$ cat src/rtl/rxm_pkg.sv
package rxm_pkg;

  localparam logic [7:0]  PRE_BYTE   = 8'h55;
  localparam logic [7:0]  SFD_BYTE   = 8'hD5;
  localparam logic [31:0] CRC_PRESET = 32'hFFFF_FFFF;
  // Residue of the LSB-first register, the bit reverse of 0xC704DD7B.
  localparam logic [31:0] CRC_GOOD   = 32'hDEBB_20E3;
  localparam logic [31:0] CRC_POLY_R = 32'hEDB8_8320;
  localparam int          FCS_BYTES  = 4;

  typedef enum logic [1:0] {ST_IDLE, ST_PRE, ST_DATA, ST_DROP} rx_state_e;

  function automatic logic [31:0] crc_step(input logic [31:0] c, input logic [7:0] d);
    logic [31:0] r;
    r = c;
    for (int b = 0; b < 8; b++) begin
      if (r[0] ^ d[b]) r = (r >> 1) ^ CRC_POLY_R;
      else             r = r >> 1;
    end
    return r;
  endfunction

endpackage

$ cat src/rtl/rxm_crc.sv
module rxm_crc
  import rxm_pkg::*;
(
  input  logic       clk,
  input  logic       rst,
  input  logic       start,
  input  logic       en,
  input  logic [7:0] data,
  output logic       good
);
  logic [31:0] crc_q;

  always_ff @(posedge clk) begin
    if (rst || start) crc_q <= CRC_PRESET;
    else if (en)      crc_q <= crc_step(crc_q, data);
  end

  assign good = (crc_q == CRC_GOOD);
endmodule

$ cat src/rtl/rxm_classify.sv
module rxm_classify #(
  parameter int CNT_W = 11,
  parameter int NPFX  = 2
) (
  input  logic                 clk,
  input  logic                 rst,
  input  logic                 start,
  input  logic                 en,
  input  logic [CNT_W-1:0]     idx,
  input  logic [7:0]           data,
  input  logic [NPFX-1:0][63:0] pfx_addr,
  input  logic [NPFX-1:0]      pfx_en,
  output logic                 pause_hit,
  output logic [15:0]          quanta,
  output logic                 route_hit
);
  localparam logic [47:0]      PAUSE_DA  = 48'h0180_C200_0001;
  localparam logic [CNT_W-1:0] I_DA_END  = CNT_W'(5);
  localparam logic [CNT_W-1:0] I_TYPE_HI = CNT_W'(12);
  localparam logic [CNT_W-1:0] I_TYPE_LO = CNT_W'(13);
  localparam logic [CNT_W-1:0] I_OP_HI   = CNT_W'(14);
  localparam logic [CNT_W-1:0] I_OP_LO   = CNT_W'(15);
  localparam logic [CNT_W-1:0] I_Q_HI    = CNT_W'(16);
  localparam logic [CNT_W-1:0] I_Q_LO    = CNT_W'(17);
  localparam logic [CNT_W-1:0] I_PFX_LO  = CNT_W'(38);
  localparam logic [CNT_W-1:0] I_PFX_HI  = CNT_W'(45);

  logic da_ok_q, ty_pause_q, ty_v6_q, op_ok_q, q_seen_q, pfx_seen_q;
  logic [NPFX-1:0] pfx_ok_q;
  logic [7:0] da_byte;
  logic [2:0] da_off, pfx_off;

  assign da_off  = 3'd5 - idx[2:0];
  assign da_byte = PAUSE_DA[{da_off, 3'b000} +: 8];
  assign pfx_off = I_PFX_HI[2:0] - idx[2:0];

  always_ff @(posedge clk) begin
    if (rst || start) begin
      da_ok_q    <= 1'b1;
      ty_pause_q <= 1'b1;
      ty_v6_q    <= 1'b1;
      op_ok_q    <= 1'b1;
      q_seen_q   <= 1'b0;
      pfx_seen_q <= 1'b0;
      quanta     <= '0;
    end else if (en) begin
      if (idx <= I_DA_END && data != da_byte) da_ok_q <= 1'b0;
      if (idx == I_TYPE_HI) begin
        if (data != 8'h88) ty_pause_q <= 1'b0;
        if (data != 8'h86) ty_v6_q    <= 1'b0;
      end
      if (idx == I_TYPE_LO) begin
        if (data != 8'h08) ty_pause_q <= 1'b0;
        if (data != 8'hDD) ty_v6_q    <= 1'b0;
      end
      if (idx == I_OP_HI && data != 8'h00) op_ok_q <= 1'b0;
      if (idx == I_OP_LO && data != 8'h01) op_ok_q <= 1'b0;
      if (idx == I_Q_HI) quanta[15:8] <= data;
      if (idx == I_Q_LO) begin
        quanta[7:0] <= data;
        q_seen_q    <= 1'b1;
      end
      if (idx == I_PFX_HI) pfx_seen_q <= 1'b1;
    end
  end

  for (genvar g = 0; g < NPFX; g++) begin : g_pfx
    always_ff @(posedge clk) begin
      if (rst || start) pfx_ok_q[g] <= 1'b1;
      else if (en && idx >= I_PFX_LO && idx <= I_PFX_HI &&
               data != pfx_addr[g][{pfx_off, 3'b000} +: 8])
        pfx_ok_q[g] <= 1'b0;
    end
  end

  assign pause_hit = da_ok_q && ty_pause_q && op_ok_q && q_seen_q;
  assign route_hit = ty_v6_q && pfx_seen_q && |(pfx_ok_q & pfx_en);
endmodule

$ cat src/rtl/rxm_seg.sv
module rxm_seg #(
  parameter int SEG_BYTES = 64,
  parameter int SEG_IDX_W = 5,
  parameter int HOLD      = 5
) (
  input  logic                 clk,
  input  logic                 rst,
  input  logic                 start,
  input  logic                 push,
  input  logic                 fin,
  input  logic [7:0]           din,
  output logic                 o_valid,
  output logic [7:0]           o_data,
  output logic                 o_last,
  output logic [SEG_IDX_W-1:0] o_idx,
  output logic                 o_first,
  output logic                 o_end
);
  localparam int POS_W  = $clog2(SEG_BYTES);
  localparam int FILL_W = $clog2(HOLD + 1);
  localparam logic [POS_W-1:0]  POS_LAST  = POS_W'(SEG_BYTES - 1);
  localparam logic [FILL_W-1:0] FILL_FULL = FILL_W'(HOLD);

  logic [HOLD-1:0][7:0]  hold_q;
  logic [FILL_W-1:0]     fill_q;
  logic [POS_W-1:0]      pos_q;
  logic [SEG_IDX_W-1:0]  idx_q;
  logic full, emit, seg_end;

  assign full    = (fill_q == FILL_FULL);
  assign emit    = full && (push || fin);
  assign seg_end = fin || (pos_q == POS_LAST);

  always_ff @(posedge clk) begin
    if (push) hold_q <= {hold_q[HOLD-2:0], din};
    if (rst || start || fin) begin
      fill_q <= '0;
      pos_q  <= '0;
      idx_q  <= '0;
    end else begin
      if (push && !full) fill_q <= fill_q + 1'b1;
      if (emit) begin
        if (seg_end) begin
          pos_q <= '0;
          idx_q <= idx_q + 1'b1;
        end else begin
          pos_q <= pos_q + 1'b1;
        end
      end
    end
  end

  always_ff @(posedge clk) begin
    if (rst) begin
      o_valid <= 1'b0;
      o_data  <= '0;
      o_last  <= 1'b0;
      o_idx   <= '0;
      o_first <= 1'b0;
      o_end   <= 1'b0;
    end else begin
      o_valid <= emit;
      if (emit) begin
        o_data  <= hold_q[HOLD-1];
        o_last  <= seg_end;
        o_end   <= fin;
        o_first <= (idx_q == '0);
        o_idx   <= idx_q;
      end else begin
        o_last  <= 1'b0;
        o_end   <= 1'b0;
        o_first <= 1'b0;
      end
    end
  end
endmodule

$ cat src/rtl/rx_seg_mac.sv
module rx_seg_mac
  import rxm_pkg::*;
#(
  parameter int TS_W      = 32,
  parameter int NPFX      = 2,
  parameter int SEG_BYTES = 64,
  parameter int SEG_IDX_W = 5,
  parameter int MIN_LEN   = 64,
  parameter int MAX_LEN   = 1518,
  parameter int CNT_W     = 11
) (
  input  logic                  clk,
  input  logic                  rst,
  input  logic                  rx_valid,
  input  logic [7:0]            rx_data,
  input  logic                  rx_err,
  input  logic [TS_W-1:0]       ts_in,
  input  logic [NPFX-1:0][63:0] pfx_addr,
  input  logic [NPFX-1:0]       pfx_en,
  output logic                  m_tvalid,
  output logic [7:0]            m_tdata,
  output logic                  m_tlast,
  output logic [SEG_IDX_W-1:0]  m_seg_idx,
  output logic                  m_seg_first,
  output logic                  m_seg_last,
  output logic                  sb_valid,
  output logic [TS_W-1:0]       sb_ts,
  output logic [CNT_W-1:0]      sb_len,
  output logic                  sb_fcs_ok,
  output logic                  sb_rx_err,
  output logic                  sb_len_err,
  output logic                  sb_pause,
  output logic [15:0]           sb_quanta,
  output logic                  sb_route
);
  localparam int HOLD = FCS_BYTES + 1;
  localparam logic [CNT_W-1:0] LEN_MIN = CNT_W'(MIN_LEN);
  localparam logic [CNT_W-1:0] LEN_MAX = CNT_W'(MAX_LEN);

  rx_state_e        state_q;
  logic [CNT_W-1:0] cnt_q;
  logic             err_q;
  logic [TS_W-1:0]  ts_q;
  logic             take, sfd_hit, fin;
  logic             crc_good, pause_hit, route_hit;
  logic [15:0]      quanta;

  assign sfd_hit = (state_q == ST_PRE) && rx_valid && (rx_data == SFD_BYTE);
  assign take    = (state_q == ST_DATA) && rx_valid;
  assign fin     = (state_q == ST_DATA) && !rx_valid;

  always_ff @(posedge clk) begin
    if (rst) begin
      state_q <= ST_IDLE;
    end else begin
      case (state_q)
        ST_IDLE: if (rx_valid) state_q <= (rx_data == PRE_BYTE) ? ST_PRE : ST_DROP;
        ST_PRE: begin
          if (!rx_valid)                  state_q <= ST_IDLE;
          else if (rx_data == SFD_BYTE)   state_q <= ST_DATA;
          else if (rx_data != PRE_BYTE)   state_q <= ST_DROP;
        end
        ST_DATA: if (!rx_valid) state_q <= ST_IDLE;
        default: if (!rx_valid) state_q <= ST_IDLE;
      endcase
    end
  end

  always_ff @(posedge clk) begin
    if (rst) begin
      cnt_q <= '0;
      err_q <= 1'b0;
      ts_q  <= '0;
    end else if (sfd_hit) begin
      cnt_q <= '0;
      err_q <= 1'b0;
      ts_q  <= ts_in;
    end else if (take) begin
      if (cnt_q != '1) cnt_q <= cnt_q + 1'b1;
      if (rx_err)      err_q <= 1'b1;
    end
  end

  rxm_crc u_crc (
    .clk(clk), .rst(rst), .start(sfd_hit), .en(take), .data(rx_data), .good(crc_good)
  );

  rxm_classify #(.CNT_W(CNT_W), .NPFX(NPFX)) u_cls (
    .clk(clk), .rst(rst), .start(sfd_hit), .en(take), .idx(cnt_q), .data(rx_data),
    .pfx_addr(pfx_addr), .pfx_en(pfx_en),
    .pause_hit(pause_hit), .quanta(quanta), .route_hit(route_hit)
  );

  rxm_seg #(.SEG_BYTES(SEG_BYTES), .SEG_IDX_W(SEG_IDX_W), .HOLD(HOLD)) u_seg (
    .clk(clk), .rst(rst), .start(sfd_hit), .push(take), .fin(fin), .din(rx_data),
    .o_valid(m_tvalid), .o_data(m_tdata), .o_last(m_tlast), .o_idx(m_seg_idx),
    .o_first(m_seg_first), .o_end(m_seg_last)
  );

  always_ff @(posedge clk) begin
    if (rst) begin
      sb_valid   <= 1'b0;
      sb_ts      <= '0;
      sb_len     <= '0;
      sb_fcs_ok  <= 1'b0;
      sb_rx_err  <= 1'b0;
      sb_len_err <= 1'b0;
      sb_pause   <= 1'b0;
      sb_quanta  <= '0;
      sb_route   <= 1'b0;
    end else begin
      sb_valid <= fin;
      if (fin) begin
        sb_ts      <= ts_q;
        sb_len     <= cnt_q;
        sb_fcs_ok  <= crc_good;
        sb_rx_err  <= err_q;
        sb_len_err <= (cnt_q < LEN_MIN) || (cnt_q > LEN_MAX);
        sb_pause   <= pause_hit && crc_good && !err_q;
        sb_quanta  <= quanta;
        sb_route   <= route_hit;
      end
    end
  end
endmodule

$ cat config.mk
export PLATFORM = sky130hd
export DESIGN_NAME = rx_seg_mac
export DESIGN_NICKNAME = d
export VERILOG_FILES = /design/src/rtl/rxm_pkg.sv /design/src/rtl/rxm_crc.sv /design/src/rtl/rxm_classify.sv /design/src/rtl/rxm_seg.sv /design/src/rtl/rx_seg_mac.sv
export SDC_FILE = /design/constraint.sdc
export NUM_CORES = 1
export LEC_CHECK = 0
export ABC_CLOCK_PERIOD_IN_PS = 5700
export BUFFER_PORTS_ARGS = -buffer_cell sky130_fd_sc_hd__buf_2
export CAP_MARGIN = 0
export CORE_MARGIN = 5
export CORE_UTILIZATION = 25
export CTS_CLUSTER_DIAMETER = 150
export CTS_CLUSTER_SIZE = 25
export DETAILED_ROUTE_END_ITERATION = 16
export GPL_ROUTABILITY_DRIVEN = 0
export PLACE_DENSITY_LB_ADDON = 0.12
export SLEW_MARGIN = 0
export SYNTH_ARGS = -nofsm -noshare
export SYNTH_HDL_FRONTEND = slang
export SYNTH_SLANG_ARGS = --single-unit
$ cat constraint.sdc
create_clock -name clk -period 5.7 [get_ports clk]
set_input_delay 0.57 -clock clk [delete_from_list [all_inputs] [get_ports clk]]
set_output_delay 0.57 -clock clk [all_outputs]
set_load 0.02 [all_outputs]
==> reports/metrics.cfg, run 1 <==
[logic_synthesis]
synthesis.area_sq_um = 10700
synthDistinctLibCells = 61
syn_inst = 1112
synth.ff_latch_count = 238
ys_async_sr_fraction_pct = 0
avgSynthCellArea_sq_um = 9.62
synth_ff_type = dfxtp_1
yosys_warnings = 0
synth-edff-count = 40
syn_nets = 1297
seq_area_frac_synth_pct = 48.3

[pwr]
p_leak_nw = 5.08
ir_drop_mv = 0.148
pwr_density_cell_nw_per_um2 = 252
power_mw = 3.21

[routing]
drt.antenna.violating_nets = 0
initialDrtViolationCount = 378
wirelength_mm = 32.6
wl_per_cell_microns = 17.5
vias = 8418
route.detailed.drc = 0
vias_per_cell = 4.53
drt_first_pass_iters = 4

[floorplan]
initial_core_util_pct = 25.4
die_h_microns = 217
die_width_microns = 217
ios = 256
design.core.area_sq_um = 42100
dieArea_sq_um = 47000
num_rows = 75

[timing]
finalMaxSlewViolations = 0
fin_crit_sh_pct = 52.4
hold_slack_ns = 0.301
fmax_mhz = 335
tightest_slew_ns = 1.03
final_hold_viol_count = 0
rsz0062_at_grt = false
relSlewSlack_pct = 31.5
layout_min_cycle_time_ns = 2.99
fin_worst_skew_ns = 0.0305
tns_ns = 0
setup_viol = 0

[final_layout]
design_area_sq_um = 12700
drive_gt1_share_pct = 25.7
area_growth_pct = 19.0
fillers = 4488
final_nets = 1499

[worst_hold_path]
hp-class = input port to flip-flop
holdPathEnd = ts_q[31]$_SDFFE_PP0P_
holdPathStages = 3
min-delay-start = ts_in[31]

[run_status]
status = finished, final reports clean

[placement]
port_buffers = 255
dpl-instance-area_sq_um = 12400
dp.final_hpwl_mm = 22.9

[global_routing]
grt_usage_pct = 13.4
grt-ovfl-total = 0
grt_max_degree = 67
antenna_found_initial = 2
grt_pass1_wl_mm = 50.2
grt_pass1_vias = 8589

[worst_setup_path]
reg2reg_from = cnt_q[1]$_SDFFE_PP0P_
crit_fanout = 27
cp-end-kind = flip-flop
rr_endpoint = u_cls.pfx_ok_q[1]$_SDFFE_PP1P_
path_class = flip-flop to flip-flop
crit_required_ns = 6.12
r2r_cells = 8
rrSetupSlack_ns = 2.71
worstPathArrival_ns = 3.41
cp-start-kind = flip-flop

[clock_tree]
cts_tree = yes
clock_path_buffers = 3
cts_resized = 0
path_clk_slew_ns = 0.11
numClockSinks = 238
postCtsHoldBufs = 0
postCtsSetupBuffers = 0
cts_root_buf = clkbuf_16
cts-buffers-inserted = 13
cts.htree.levels = 1
clk_latency_ns = 0.50

[run]
cap_violations = 0

==> report_power, final <==
part | total (mW) | internal (mW) | switching (mW)
Sequential | 1.75 | 1.73 | 0.0187
Combinational | 0.455 | 0.207 | 0.249
Clock | 1.00 | 0.431 | 0.574
==> cells by family after synthesis <==
kind of cell               count (synthesis)  share of synthesized area (%)
buffers and inverters                     84                           3.60
and+or+nand+nor                          406                           16.9
adders and majority gates                 11                           1.29
muxes                                     76                           9.17
DFF                                      238                           48.3
AOI/OAI and AO/OA                        198                           10.9
xor gates and xnor gates                  99                           9.82
==> per-stage QoR <==
step	util [%]	setup WS, ns	std cells
6_report	30.2	2.71	1857
5_1_grt	30.2	2.35	1856
4_1_cts	30.2	2.67	1856
3_5_place_dp	29.4	2.36	1838
3_3_place_gp	29.4	2.44	1838
2_1_floorplan	-	3.03	1112
==> final cells by class <==
| cell class | instances | area (sq um) | area share (%) |
|---|---|---|---|
| Tap cell | 539 | 674 | 5.30 |
| Clock buffer | 16 | 337 | 2.64 |
| Inverter | 7 | 26.3 | 0.206 |
| Multi-Input combinational cell | 790 | 5160 | 40.5 |
| Antenna cell | 1 | 2.50 | 0.0197 |
| Timing Repair Buffer | 264 | 1350 | 10.6 |
| Clock inverter | 2 | 25.0 | 0.197 |
| Sequential cell | 238 | 5170 | 40.6 |
==> critical path, stage by stage (launching register included) <==
cell,delay [ns]
dfxtp_1,0.36
inv_2,0.11
ha_1,0.99
nand2_1,0.34
o22ai_1,0.39
or3_1,0.16
nand4_1,0.11
nor4_2,0.31
o22a_1,0.15
==> state kept, by name, summed over array words and instances, names as in the netlist, 8 cells and up <==
name,cells
sb_ts,32
ts_q,32
u_seg.o_data,8
cnt_q,11
sb_quanta,16
sb_len,11
u_crc.crc_q,32
u_seg.hold_q,40
u_cls.quanta,16
==> metal layers <==
metal	track usage [%]	share of wire (%)	routed length, microns	up-vias
li1	-	-	-	4242
met1	17.4	45	14600	3904
met2	23.3	48	15700	244
met3	2.25	5.1	1640	28
met4	3.20	1.9	619	0
met5	0	0	0	-
==> Yosys cell counts, drive strengths merged, types with 6 or more instances <==
cell type    n  area, sq um
o211ai      31          233
and3         6         37.5
nand3       11         55.1
ha          11          138
dfxtp      198         3960
mux2i       44          440
o21ai       14         70.1
a21oi      121          606
nand2      266         1000
buf         40          220
nand4b       7         61.3
xnor2       53          648
o22ai        8         50.1
edfxtp      40         1200
nor2        49          191
inv          6         22.5
clkbuf      37          139
nand4       13         81.3
mux2        16          180
xor2        46          403
nor3        15         75.1
mux4        16          360
==> layout by cell type, fill, tap and decap left out, drive strengths merged, types with 16 or more instances in the layout <==
master,instances
clkbuf,16
buf,264
dfxtp,198
mux4,16
edfxtp,40
nand2,266
xor2,46
a21oi,121
nor2,49
mux2i,44
mux2,16
o211ai,31
xnor2,53
==> worst max-delay path by stage <==
stage                                from                        endpoint  slack, ns  cells after the start
floorplan                        rx_valid    u_cls.quanta[7]$_SDFFE_PP0P_       3.03                      8
finish              cnt_q[1]$_SDFFE_PP0P_  u_cls.pfx_ok_q[1]$_SDFFE_PP1P_       2.71                      8
CTS                 cnt_q[1]$_SDFFE_PP0P_  u_cls.pfx_ok_q[1]$_SDFFE_PP1P_       2.67                      8
global placement               rx_data[5]     u_seg.pos_q[5]$_SDFFE_PP0P_       2.44                      8
detailed placement             rx_data[5]    u_seg.fill_q[2]$_SDFFE_PP0P_       2.36                      8
global route        cnt_q[1]$_SDFFE_PP0P_  u_cls.pfx_ok_q[1]$_SDFFE_PP1P_       2.35                      8
(Power assumes the default switching activity.)
==> inputs of run 2 (changes only) <==
ABC_CLOCK_PERIOD_IN_PS = 2550   (was 5700)
clock period = 2.55 ns   (was 5.7 ns; I/O delays follow)
==> run 2 against run 1 <==
Against the previous run:
- sequential power rose by 120%
- non-clock buffer count up 38
- sequential cell count stayed put
- worst setup slack worse by 2.4 ns
- clock power increased by 120%
- count of clock-buffer cells in the layout stayed put
- maximum frequency up 33%
- cell area grew 2.6%
- critical endpoint unchanged
- largest cell class unchanged
- largest power group unchanged
==> reports/metrics.cfg, run 2 (same netlist as run 1, synthesis figures left out) <==
[final_layout]
antenna_cells = 0  ; -1
seqCellArea_sq_um = 5170  ; unchanged
regMostFlops = u_seg.hold_q
area_growth_pct = 22.1
final_nets = 1537  ; +2.5%
largest_register_ff_count = 40  ; unchanged
final_common_cell = nand2_1
fillers = 4500  ; +0.27%
final_cell_mix = 265 x nand2_1, 254 x buf_2, 197 x dfxtp_1
design_area_sq_um = 13100  ; +2.6%
multi_input_area_sq_um = 5160  ; unchanged
drive_gt1_share_pct = 26.7  ; +1.1 points

[clock_tree]
postCtsSetupBuffers = 0  ; unchanged
path_clk_slew_ns = 0.11  ; about the same
cts_resized = 0  ; unchanged
cts_root_buf = clkbuf_16
cts-buffers-inserted = 13  ; unchanged
clk_latency_ns = 0.48  ; -0.02 ns
cts.htree.levels = 1  ; unchanged
postCtsHoldBufs = 13  ; +13
cts_tree = yes
clock_path_buffers = 3  ; unchanged
numClockSinks = 238  ; unchanged

[floorplan]
num_rows = 75  ; unchanged
design.core.area_sq_um = 42100  ; unchanged
ios = 256  ; unchanged
dieArea_sq_um = 47000  ; unchanged
die_h_microns = 217  ; unchanged
die_width_microns = 217  ; unchanged
initial_core_util_pct = 25.4  ; unchanged

[timing]
fmax_mhz = 443  ; +33%
final_hold_viol_count = 0  ; unchanged
fin_worst_skew_ns = 0.0189  ; -0.0116 ns
finalMaxSlewViolations = 0  ; unchanged
layout_min_cycle_time_ns = 2.25  ; -0.734 ns
setup_viol = 0  ; unchanged
tns_ns = 0  ; unchanged
fin_crit_sh_pct = 88.4  ; +36 points
setup_slack_ns = 0.295  ; -2.42 ns
tightest_slew_ns = 0.791  ; -0.237 ns
relSlewSlack_pct = 47.3  ; +16 points
rsz0062_at_grt = false

[global_routing]
grt_usage_pct = 13.4  ; about the same
grt_pass1_vias = 8793  ; +2.4%
antenna_found_initial = 3  ; +1
grt-ovfl-total = 0  ; unchanged
grt_pass1_wl_mm = 50.6  ; +0.80%
grt_max_degree = 67  ; unchanged

[routing]
drt_first_pass_iters = 4  ; unchanged
vias_per_cell = 4.52  ; -0.32%
wl_per_cell_microns = 17.2  ; -1.7%
route.detailed.drc = 0  ; unchanged
vias = 8554  ; +1.6%
drt.antenna.violating_nets = 0  ; unchanged
wirelength_mm = 32.6  ; +0.24%
initialDrtViolationCount = 355  ; -6.1%

[worst_setup_path]
path_class = flip-flop to flip-flop
startpoint = cnt_q[1]$_SDFFE_PP0P_
cp-end-kind = flip-flop
worstPathArrival_ns = 2.69  ; -0.72 ns
crit_required_ns = 2.99  ; -3.13 ns
cp-start-kind = flip-flop
reg2reg_from = cnt_q[1]$_SDFFE_PP0P_
crit_fanout = 24  ; -11%

[worst_hold_path]
hp-class = input port to flip-flop
min-delay-start = ts_in[6]

[pwr]
ir_drop_mv = 0.303  ; +100%
pwr_density_cell_nw_per_um2 = 548  ; +120%
p_leak_nw = 5.25  ; +3.5%

[placement]
pre_cts_ws_ns = 0.299  ; -2.06 ns
dp.final_hpwl_mm = 23.9  ; +4.3%
dpl-instance-area_sq_um = 12600  ; +1.7%
port_buffers = 255  ; unchanged

[run_status]
status = finished, final reports clean

[run]
cap_violations = 0  ; unchanged

[run 2: cell count changes in the layout (fill, tap and decap cells not counted), sizes merged]
cell and change:
dlygate4sd3 +13, diode -1, buf +25, inv -1
[run 2: area by class of cell]
cell class / count / area share, %
Timing Repair Buffer: 302 / 12.9
Tap cell: 539 / 5.16
Multi-Input combinational cell: 790 / 39.5
Clock buffer: 16 / 2.58
Clock inverter: 1 / 0.124
Inverter: 7 / 0.201
Sequential cell: 238 / 39.5
[run 2: metal layers]
metal / vias up / routed length, microns / part of all wire (%) / global-route usage [%]
met5: - / 20 / 0.061 / 0
met4: 2 / 470 / 1.4 / 2.51
met3: 26 / 1720 / 5.3 / 2.57
met2: 227 / 16300 / 50 / 24.3
met1: 3994 / 14200 / 43 / 16.6
li1: 4305 / - / - / -
[run 2: per-stage QoR]
step,util (%),hold slack (ns),instances,power [mW]
floorplan,-,0.354,1112,4.70
global placement,29.9,0.401,1863,5.07
detailed placement,29.9,0.405,1863,5.06
CTS,31.0,0.00143,1893,7.34
global route,31.0,0.0107,1893,7.54
finish,31.0,0.0254,1893,7.16
[run 2: path summary, 6_finish.rpt]
| path | cells past startpoint | endpoint | slack, ns |
|---|---|---|---|
| worst min-delay path | 3 | ts_q[6]$_SDFFE_PP0P_ | 0.03 |
| worst max register to register | 9 | u_cls.pfx_ok_q[1]$_SDFFE_PP1P_ | 0.30 |
| worst max-delay path | 9 | u_cls.pfx_ok_q[1]$_SDFFE_PP1P_ | 0.30 |
| worst min register to register | 0 | u_seg.hold_q[13]$_DFFE_PP_ | 0.41 |
[run 2: power breakdown]
| part | leakage [nW] | switching, mW | internal, mW |
|---|---|---|---|
| combinational | 3.12 | 0.558 | 0.499 |
| sequential | 1.97 | 0.0466 | 3.86 |
| clock | 0.171 | 1.24 | 0.953 |
| total | 5.25 | 1.85 | 5.32 |
[run 2: worst max-delay path, cell delays in order, from the launching register on]
cell     delay [ns]
dfxtp_1        0.36
inv_2          0.04
ha_1           0.38
buf_12         0.20
nor2b_1        0.33
a22o_1         0.22
or3_1          0.10
nand4_1        0.14
nor4_2         0.29
o22a_1         0.14
==> inputs of run 3 (changes only) <==
--- a/config.mk
+++ b/config.mk
@@ -11,3 +11,3 @@
 export CORE_MARGIN = 5
-export CORE_UTILIZATION = 25
+export CORE_UTILIZATION = 30
 export CTS_CLUSTER_DIAMETER = 150
==> constraint.sdc (replaced) <==
create_clock -name clk -period 2.55 [get_ports clk]
set_input_delay 0.1275 -clock clk [delete_from_list [all_inputs] [get_ports clk]]
set_output_delay 0.1275 -clock clk [all_outputs]
set_load 0.005 [all_outputs]
==> run 3 against run 2 <==
Against the previous run:
- sequential cell count unchanged
- critical endpoint is now u_cls.pfx_ok_q[0]$_SDFFE_PP1P_
- via count up 0.68%
- global-route usage up 2.0 points
- combinational power about the same
- critical path type unchanged
- clock power about the same
- utilization up 6.2 points
- register-to-register slack about the same
- hold slack better by 0.016 ns
==> reports/metrics.cfg, run 3 (same netlist as run 1, synthesis figures left out) <==
[timing]
relSlewSlack_pct = 51.0  ; +3.8 points
fin_crit_sh_pct = 88.0  ; -0.45 points
rsz0062_at_grt = false
fin_worst_skew_ns = 0.0176  ; -0.00130 ns
layout_min_cycle_time_ns = 2.24  ; -0.0115 ns
tns_ns = 0  ; unchanged
finalMaxSlewViolations = 0  ; unchanged
fmax_mhz = 446  ; +0.51%
setup_slack_ns = 0.306  ; +0.0115 ns
tightest_slew_ns = 0.734  ; -0.0564 ns
final_hold_viol_count = 0  ; unchanged
setup_viol = 0  ; unchanged

[final_layout]
final_cell_mix = 265 x nand2_1, 254 x buf_2, 197 x dfxtp_1
largest_register_ff_count = 40  ; unchanged
drive_gt1_share_pct = 26.0  ; -0.75 points
final_common_cell = nand2_1
area_growth_pct = 23.1
fillers = 3727  ; -17%
design_area_sq_um = 13200  ; +0.80%
final_nets = 1553  ; +1.0%
final_cells = 1832  ; -3.2%
regMostFlops = u_seg.hold_q

[routing]
route.detailed.drc = 0  ; unchanged
initialDrtViolationCount = 365  ; +2.8%
drt_first_pass_iters = 4  ; unchanged
vias = 8612  ; +0.68%
vias_per_cell = 4.70  ; +4.0%
wl_per_cell_microns = 17.1  ; -0.54%
wirelength_mm = 31.4  ; -3.7%
drt.antenna.violating_nets = 0  ; unchanged

[floorplan]
dieArea_sq_um = 39500  ; -16%
design.core.area_sq_um = 35400  ; -16%
ios = 256  ; unchanged
num_rows = 69  ; -8.0%
initial_core_util_pct = 30.2  ; +4.8 points
die_h_microns = 199  ; -8.3%
die_width_microns = 199  ; -8.3%

[global_routing]
grt_usage_pct = 15.3  ; +2.0 points
grt_pass1_wl_mm = 48.4  ; -4.4%
grt-ovfl-total = 0  ; unchanged
grt_max_degree = 110  ; +64%
grt_pass1_vias = 8627  ; -1.9%
antenna_found_initial = 1  ; -2

[pwr]
power_mw = 7.15  ; -0.14%
p_leak_nw = 5.33  ; +1.4%
pwr_density_cell_nw_per_um2 = 543  ; -0.93%
ir_drop_mv = 0.500  ; +65%

[worst_setup_path]
crit_path_max_incr_delay_ns = 0.37  ; about the same
cp-start-kind = flip-flop
crit_family = simple AND/OR/NAND/NOR gates
cp-end-kind = flip-flop
crit_fanout = 24  ; unchanged
startpoint = cnt_q[1]$_SDFFE_PP0P_
cp_slowest_cell = ha_1
worstPathArrival_ns = 2.68  ; about the same
critPathBufInv = 2  ; unchanged
path_class = flip-flop to flip-flop
crit_required_ns = 2.99  ; about the same
path_cells = inv_2 > ha_1 > buf_12 > nor2b_1 > a22o_1 > or3_1 > nand4_1 > nor4_2 > o22a_1
reg2reg_from = cnt_q[1]$_SDFFE_PP0P_

[worst_hold_path]
hp-class = input port to flip-flop
min-delay-start = rx_data[1]

[clock_tree]
cts.htree.levels = 1  ; unchanged
cts-buffers-inserted = 13  ; unchanged
numClockSinks = 238  ; unchanged
cts_resized = 0  ; unchanged
path_clk_slew_ns = 0.10  ; about the same
cts_tree = yes
clock_path_buffers = 3  ; unchanged
postCtsSetupBuffers = 0  ; unchanged
cts_root_buf = clkbuf_16
clk_latency_ns = 0.48  ; about the same

[run_status]
status = finished, final reports clean

[placement]
pre_cts_ws_ns = 0.319  ; +0.0202 ns
dpl.cell_count = 1779  ; -4.5%
dpl-instance-area_sq_um = 12500  ; -0.93%
port_buffers = 255  ; unchanged
dp.final_hpwl_mm = 22.8  ; -4.5%

[run]
cap_violations = 0  ; unchanged

run 3: cell types whose count changed in the layout (fill, tap and decap cells not counted):
cell	delta
buf_12	+2
diode_2	+1
buf_4	-8
dlygate4sd3_1	+22
run 3: timing repair:
item / CTS / global route
endpoints found under the setup margin: 0 / 0
hold endpoints to repair: 39 / 0
hold buffers: 35 / 0
run 3: metrics by stage:
step	utilization [%]	hold slack, ns
2_1_floorplan	-	0.226
3_3_place_gp	35.2	0.363
3_5_place_dp	35.2	0.376
4_1_cts	37.2	0.0287
5_1_grt	37.2	0.0181
6_report	37.2	0.0416
run 3: area by class of cell:
cell class                      instances  area [sq um]  area share [%]
Sequential cell                       238          5170            39.2
Tap cell                              461           577            4.38
Antenna cell                            1          2.50          0.0190
Inverter                                7          26.3           0.200
Clock inverter                          1          16.3           0.124
Multi-Input combinational cell        790          5160            39.2
Clock buffer                           16           337            2.56
Timing Repair Buffer                  318          1890            14.3
run 3: path summary, 6_finish.rpt:
check	end	slack, ns	cells past startpoint
max reg2reg	u_cls.pfx_ok_q[0]$_SDFFE_PP1P_	0.31	9
max	u_cls.pfx_ok_q[0]$_SDFFE_PP1P_	0.31	9
min	u_seg.hold_q[1]$_DFFE_PP_	0.04	1
min reg2reg	u_seg.hold_q[13]$_DFFE_PP_	0.41	0
run 3: power by group:
group	internal (mW)	switching (mW)
Combinational	0.517	0.558
Sequential	3.86	0.0448
Clock	0.953	1.22
run 3: metal layers:
layer	vias up	GRT usage [%]	wire length, microns
met5	-	0	11
met2	265	26.2	14900
li1	4332	-	-
met3	34	2.47	1900
met1	3979	20.2	13800
met4	2	4.18	752
